**config.mk**
```make
export PLATFORM = sky130hd
export DESIGN_NAME = sgi_dispatch
export DESIGN_NICKNAME = d
export VERILOG_FILES = /design/src/rtl/sgi_pkg.sv /design/src/rtl/sgi_decode.sv /design/src/rtl/sgi_clear_dec.sv /design/src/rtl/sgi_pend_bank.sv /design/src/rtl/sgi_dispatch.sv
export SDC_FILE = /design/constraint.sdc
export NUM_CORES = 2
export LEC_CHECK = 0
export ABC_AREA = 1
export CORE_UTILIZATION = 25
export DETAILED_ROUTE_END_ITERATION = 7
export GPL_ROUTABILITY_DRIVEN = 0
export PLACE_DENSITY = 0.47
export SYNTH_ARGS = -nofsm -noshare
export SYNTH_HDL_FRONTEND = slang
export SYNTH_HIERARCHICAL = 1
export SYNTH_SLANG_ARGS = --single-unit
```
**constraint.sdc**
```tcl
create_clock -name clk -period 2 [get_ports clk]
set_clock_uncertainty 0.1 [all_clocks]
set_input_delay 0.3 -clock clk [delete_from_list [all_inputs] [get_ports clk]]
set_output_delay 0.3 -clock clk [all_outputs]
set_load 0.1 [all_outputs]
```
**src/rtl/sgi_pkg.sv**
```systemverilog
package sgi_pkg;
  localparam int SGI_FLD_LSB = 0;
  localparam int TGT_FLD_LSB = 16;
  localparam int FLT_FLD_LSB = 24;
  localparam int FLT_W       = 2;

  typedef enum logic [FLT_W-1:0] {
    FLT_LIST   = 2'd0,
    FLT_OTHERS = 2'd1,
    FLT_SELF   = 2'd2,
    FLT_RSVD   = 2'd3
  } sgi_filter_e;
endpackage

```
**src/rtl/sgi_decode.sv**
```systemverilog
module sgi_decode
  import sgi_pkg::*;
#(
  parameter int NUM_CPU = 8,
  parameter int NUM_SGI = 16,
  parameter int WORD_W  = 32,
  localparam int CPU_W  = $clog2(NUM_CPU),
  localparam int SGI_W  = $clog2(NUM_SGI),
  localparam int ROW_W  = NUM_CPU * NUM_CPU,
  localparam int PEND_W = NUM_SGI * ROW_W
) (
  input  logic              clk,
  input  logic              rst_n,
  input  logic              fire,
  input  logic [CPU_W-1:0]  sender,
  input  logic [WORD_W-1:0] data,
  input  logic [NUM_CPU-1:0] cpu_en,
  output logic [PEND_W-1:0] set_vec
);
  sgi_filter_e        filt;
  logic [NUM_CPU-1:0] list, self_oh, tgt, tgt_en;
  logic [SGI_W-1:0]   sgi;
  logic [ROW_W-1:0]   row;

  assign filt    = sgi_filter_e'(data[FLT_FLD_LSB +: FLT_W]);
  assign list    = data[TGT_FLD_LSB +: NUM_CPU];
  assign sgi     = data[SGI_FLD_LSB +: SGI_W];
  assign self_oh = NUM_CPU'(1) << sender;

  always_comb begin
    case (filt)
      FLT_LIST:   tgt = list;
      FLT_OTHERS: tgt = ~self_oh;
      FLT_SELF:   tgt = self_oh;
      default:    tgt = '0;
    endcase
  end

  assign tgt_en = tgt & cpu_en;
  assign row    = ROW_W'(tgt_en) << (sender * NUM_CPU);

  for (genvar g = 0; g < NUM_SGI; g++) begin : g_slot
    assign set_vec[g*ROW_W +: ROW_W] = (fire && sgi == SGI_W'(g)) ? row : '0;
  end

  AST_SELF_ONLY: assert property (@(posedge clk) disable iff (!rst_n)
    (fire && filt == FLT_SELF) |-> $countones(set_vec) <= 1);
  AST_RSVD_NOSET: assert property (@(posedge clk) disable iff (!rst_n)
    (filt == FLT_RSVD) |-> set_vec == '0);
endmodule

```
**src/rtl/sgi_clear_dec.sv**
```systemverilog
module sgi_clear_dec #(
  parameter int NUM_CPU = 8,
  parameter int NUM_SGI = 16,
  localparam int CPU_W  = $clog2(NUM_CPU),
  localparam int SGI_W  = $clog2(NUM_SGI),
  localparam int ROW_W  = NUM_CPU * NUM_CPU,
  localparam int PEND_W = NUM_SGI * ROW_W
) (
  input  logic              clr_valid,
  input  logic [SGI_W-1:0]  clr_sgi,
  input  logic [CPU_W-1:0]  clr_sender,
  input  logic [CPU_W-1:0]  clr_target,
  output logic [PEND_W-1:0] clr_vec
);
  for (genvar s = 0; s < NUM_SGI; s++) begin : g_sgi
    for (genvar f = 0; f < NUM_CPU; f++) begin : g_from
      for (genvar t = 0; t < NUM_CPU; t++) begin : g_to
        assign clr_vec[s*ROW_W + f*NUM_CPU + t] = clr_valid &&
          clr_sgi == SGI_W'(s) && clr_sender == CPU_W'(f) && clr_target == CPU_W'(t);
      end
    end
  end
endmodule

```
**src/rtl/sgi_pend_bank.sv**
```systemverilog
module sgi_pend_bank #(
  parameter int W = 1024
) (
  input  logic         clk,
  input  logic         rst_n,
  input  logic [W-1:0] set_vec,
  input  logic [W-1:0] clr_vec,
  output logic [W-1:0] pend_q
);
  always_ff @(posedge clk) begin
    if (!rst_n) pend_q <= '0;
    else        pend_q <= (pend_q & ~clr_vec) | set_vec;
  end

  AST_SET_LANDS: assert property (@(posedge clk) disable iff (!rst_n)
    1'b1 |=> (($past(set_vec) & ~pend_q) == '0));
  AST_CLR_TAKES: assert property (@(posedge clk) disable iff (!rst_n)
    1'b1 |=> ((pend_q & $past(clr_vec & ~set_vec)) == '0));
  AST_NO_SPONTANEOUS: assert property (@(posedge clk) disable iff (!rst_n)
    1'b1 |=> ((pend_q & ~$past(pend_q) & ~$past(set_vec)) == '0));
  AST_ONE_CLEAR: assert property (@(posedge clk) disable iff (!rst_n)
    $onehot0(clr_vec));
endmodule

```
**src/rtl/sgi_dispatch.sv**
```systemverilog
module sgi_dispatch
  import sgi_pkg::*;
#(
  parameter int NUM_CPU = 8,
  parameter int NUM_SGI = 16,
  parameter int WORD_W  = 32,
  localparam int CPU_W  = $clog2(NUM_CPU),
  localparam int SGI_W  = $clog2(NUM_SGI),
  localparam int ROW_W  = NUM_CPU * NUM_CPU,
  localparam int PEND_W = NUM_SGI * ROW_W
) (
  input  logic               clk,
  input  logic               rst_n,
  input  logic               wr_valid,
  output logic               wr_ready,
  input  logic [CPU_W-1:0]   wr_sender,
  input  logic [WORD_W-1:0]  wr_data,
  input  logic [NUM_CPU-1:0] cpu_en,
  input  logic               clr_valid,
  input  logic [SGI_W-1:0]   clr_sgi,
  input  logic [CPU_W-1:0]   clr_sender,
  input  logic [CPU_W-1:0]   clr_target,
  output logic [PEND_W-1:0]  pend_o
);
  logic              fire;
  logic [PEND_W-1:0] set_vec, clr_vec, win;

  assign wr_ready = rst_n;
  assign fire     = wr_valid && wr_ready;

  sgi_decode #(.NUM_CPU(NUM_CPU), .NUM_SGI(NUM_SGI), .WORD_W(WORD_W)) u_dec (
    .clk(clk), .rst_n(rst_n), .fire(fire), .sender(wr_sender),
    .data(wr_data), .cpu_en(cpu_en), .set_vec(set_vec)
  );

  sgi_clear_dec #(.NUM_CPU(NUM_CPU), .NUM_SGI(NUM_SGI)) u_clr (
    .clr_valid(clr_valid), .clr_sgi(clr_sgi), .clr_sender(clr_sender),
    .clr_target(clr_target), .clr_vec(clr_vec)
  );

  sgi_pend_bank #(.W(PEND_W)) u_bank (
    .clk(clk), .rst_n(rst_n), .set_vec(set_vec), .clr_vec(clr_vec), .pend_q(pend_o)
  );

  // Row window of the current write, used only by the checks below.
  assign win = {{(PEND_W-NUM_CPU){1'b0}}, {NUM_CPU{1'b1}}}
               << (int'(wr_data[SGI_FLD_LSB +: SGI_W]) * ROW_W + int'(wr_sender) * NUM_CPU);

  AST_ROW_WINDOW: assert property (@(posedge clk) disable iff (!rst_n)
    1'b1 |=> ((pend_o & ~$past(pend_o) & ~($past(fire) ? $past(win) : '0)) == '0));
  AST_RSVD_NOP: assert property (@(posedge clk) disable iff (!rst_n)
    (fire && wr_data[FLT_FLD_LSB +: FLT_W] == FLT_RSVD && !clr_valid) |=> $stable(pend_o));
  AST_ENABLE_GATE: assert property (@(posedge clk) disable iff (!rst_n)
    (!wr_valid && !clr_valid) |=> $stable(pend_o));
endmodule

```
==> impl_metrics.yaml <==
die:
  core_area_sq_um: 200000
  die_area_sq_um: 204000
  start_util_pct: 25.2
  rows: 164
  io_pins: 1082
  die_w_microns: 452
  die_h_microns: 452
layout:
  regMostFlops: "u_bank/pend_q"
  finalNetCount: 9331
  final_cell_area_sq_um: 73100
  layout-drive-gt1-share_pct: 22.1
  reg.largest.list: "u_bank/pend_q (1024)"
  final_core_util_pct: 36.5
  areaGrowthSynthToFinish_pct: 44.6
  largest_reg_flops: 1024
global_route:
  grt_pass1_vias: 50500
  track_usage_pct: 28.8
  overflow: 0
  antenna_found_initial: 32
  grt_pass1_wl_microns: 411000
  grt_max_degree: 95
critical_path:
  arrival_ns: 1.57
  worstSetupStartpointType: "register"
  cp_num_buf_inv: 1
  path_max_fanout: 2
  slowest_stage: "dfxtp_1"
  path_cells: "buf_4"
  cpPeakStageDelay_ns: 0.44
  crit_required_ns: 1.60
  path_delay_family: "flip-flops"
  path_class: "reg -> out"
  end_kind: "output pin"
sta:
  timing_worst_slew_pin_value_ns: 0.522
  setup_viol: 0
  finalHoldViolations: 0
  min_period_over_period_pct: 98.3
  slew_violations: 0
  maxSlewHeadroom_pct: 65.2
  rsz0062_at_grt: "false"
  min_period_ns: 1.97
  fmax_ghz: 0.509
logic_synthesis:
  yosysWarnings: 6
  synth_top_area_cell: "dfxtp_1"
  synth_cells: 7936
  synth_top_area_share_pct: 40.5
  syn-cell-area_sq_um: 50600
  synth.distinct_cells: 27
  ys_seq_area_share_pct: 40.5
  synth.area.top_cells: "dfxtp_1, inv_1, nor2_1"
  synth-seq-cells: 1024
  syn_nets: 7993
  postSynthAreaPerCell_sq_um: 6.37
pwr:
  power_density_nw_per_um2: 659
  ir_worst_vdd_v: 0.000782
  p_leak_uw: 0.0246
min_path:
  holdCritPathClass: "reg -> reg"
detailed_routing:
  drc: 0
  drt_wl_total_microns: 305000
  drtIter0Drc: 5302
  ant_nets: 0
  via_per_inst: 4.54
  firstDrtPassIters: 6
  route.detailed.wl_per_inst_microns: 25.3
  vias: 54700
cts:
  clock-root-buffer: "clkbuf_16"
  cts_tree: "done"
  cts_buffer_depth: 3
  path_clk_slew_ns: 0.06
  numCtsBuffers: 132
  cts_hold_buf: 0
  clk_latency_ns: 0.80
  cts_max_level: 4
  clock_sink_count: 1024
run_status:
  status: "completed"
place:
  port_buffers: 1063
  placed_cell_area_sq_um: 67900
  hpwl_microns: 219000
flow_run:
  maxCapViolCount: 0
## metal layers
metal | GRT usage (%) | share of wire, %
met3 | 5.12 | 7.6
met2 | 44.6 | 44
met1 | 37.5 | 42
met4 | 16.5 | 6.2
met5 | 0 | 0.018
## through the flow
stage	setup TNS (ns)	worst slack [ns]	std cells	power [uW]	hold WS, ns
detailed placement	-423.30	-0.608	11800	24300	0.352
global route	0	0.000259	12000	49400	0.377
CTS	0	0.00000311	12000	48600	0.361
floorplan	0	0.206	7936	22200	0.512
finish	0	0.0341	12100	48200	0.358
global placement	-402.99	-0.598	11800	24300	0.348
## worst min-delay path: stages, from the launching register on
cell and delay [ns]:
dfxtp_1 0.31, nand2_1 0.06, a21oi_1 0.05
## cell usage in the layout (no fill, tap or decap), types with 18 or more instances in the layout
cell type,count
nand2_1,1118
nand3_4,18
clkbuf_1,37
nand3_1,18
buf_12,296
clkbuf_8,29
buf_4,1122
nand4_4,54
nor3_1,308
buf_8,29
inv_1,2079
clkbuf_16,135
nor2_1,1670
diode_2,18
dfxtp_1,1008
clkdlybuf4s50_1,38
a21oi_1,1024
buf_6,174
nor2_2,94
## power breakdown
group / switching [uW] / leakage, uW / total (uW) / internal (uW)
clock network: 10000 / 0.00213 / 24300 / 14300
registers: 14.5 / 0.00825 / 20400 / 20400
logic: 2350 / 0.0142 / 3410 / 1060
total: 12400 / 0.0246 / 48200 / 35800
## cell families (layout without fill, tap and decap cells)
logic type / after synthesis / after routing / share of synthesized area, %
other cells: 0 / 18 / 0
compound gates: 1033 / 1033 / 10.5
simple gates: 3328 / 3328 / 28.1
buf+inv: 2551 / 3991 / 20.9
flops: 1024 / 1024 / 40.5
## cell usage after synthesis
| cell type | n |
|---|---|
| nand4_2 | 16 |
| nor2_4 | 1 |
| nand3_4 | 6 |
| nor2_1 | 1672 |
| nand2_4 | 1 |
| dfxtp_1 | 1024 |
| inv_4 | 1 |
| nand4_1 | 2 |
| nand3_1 | 40 |
| nor2_8 | 2 |
| a21boi_4 | 8 |
| nand3_2 | 3 |
| nand4_4 | 42 |
| inv_1 | 2079 |
| clkbuf_1 | 182 |
| buf_2 | 125 |
| buf_1 | 35 |
| nor3_1 | 308 |
| nor2_2 | 94 |
| buf_6 | 105 |
| nand2_1 | 1130 |
| o21ai_4 | 1 |
| nand2_2 | 11 |
| clkinv_1 | 6 |
| inv_2 | 10 |
| a21oi_1 | 1024 |
| buf_4 | 8 |
## layout make-up
class | instances | area, sq um
Clock inverter | 35 | 414
Multi-Input combinational cell | 4361 | 19900
Sequential cell | 1024 | 20500
Tap cell | 2656 | 3320
Fill cell | 21400 | 127000
Antenna cell | 18 | 45.0
Timing Repair Buffer | 1659 | 17100
Inverter | 2096 | 7880
Clock buffer | 201 | 3920
## path summary, 6_finish.rpt
check,slack [ns],cells past startpoint,startpoint,end
worst max-delay path,0.03,1,u_bank/pend_q[449],pend_o[449]
worst min-delay path,0.36,2,u_bank/pend_q[986],u_bank/pend_q[986]
worst max register to register,1.11,2,u_bank/pend_q[968],u_bank/pend_q[968]
worst min register to register,0.36,2,u_bank/pend_q[986],u_bank/pend_q[986]
## timing repair
action                     CTS  global route
gates resized for setup    244             4
setup endpoints to repair  201             4
setup buffers                0             0
No activity file was read; power rests on OpenSTA's default activity.
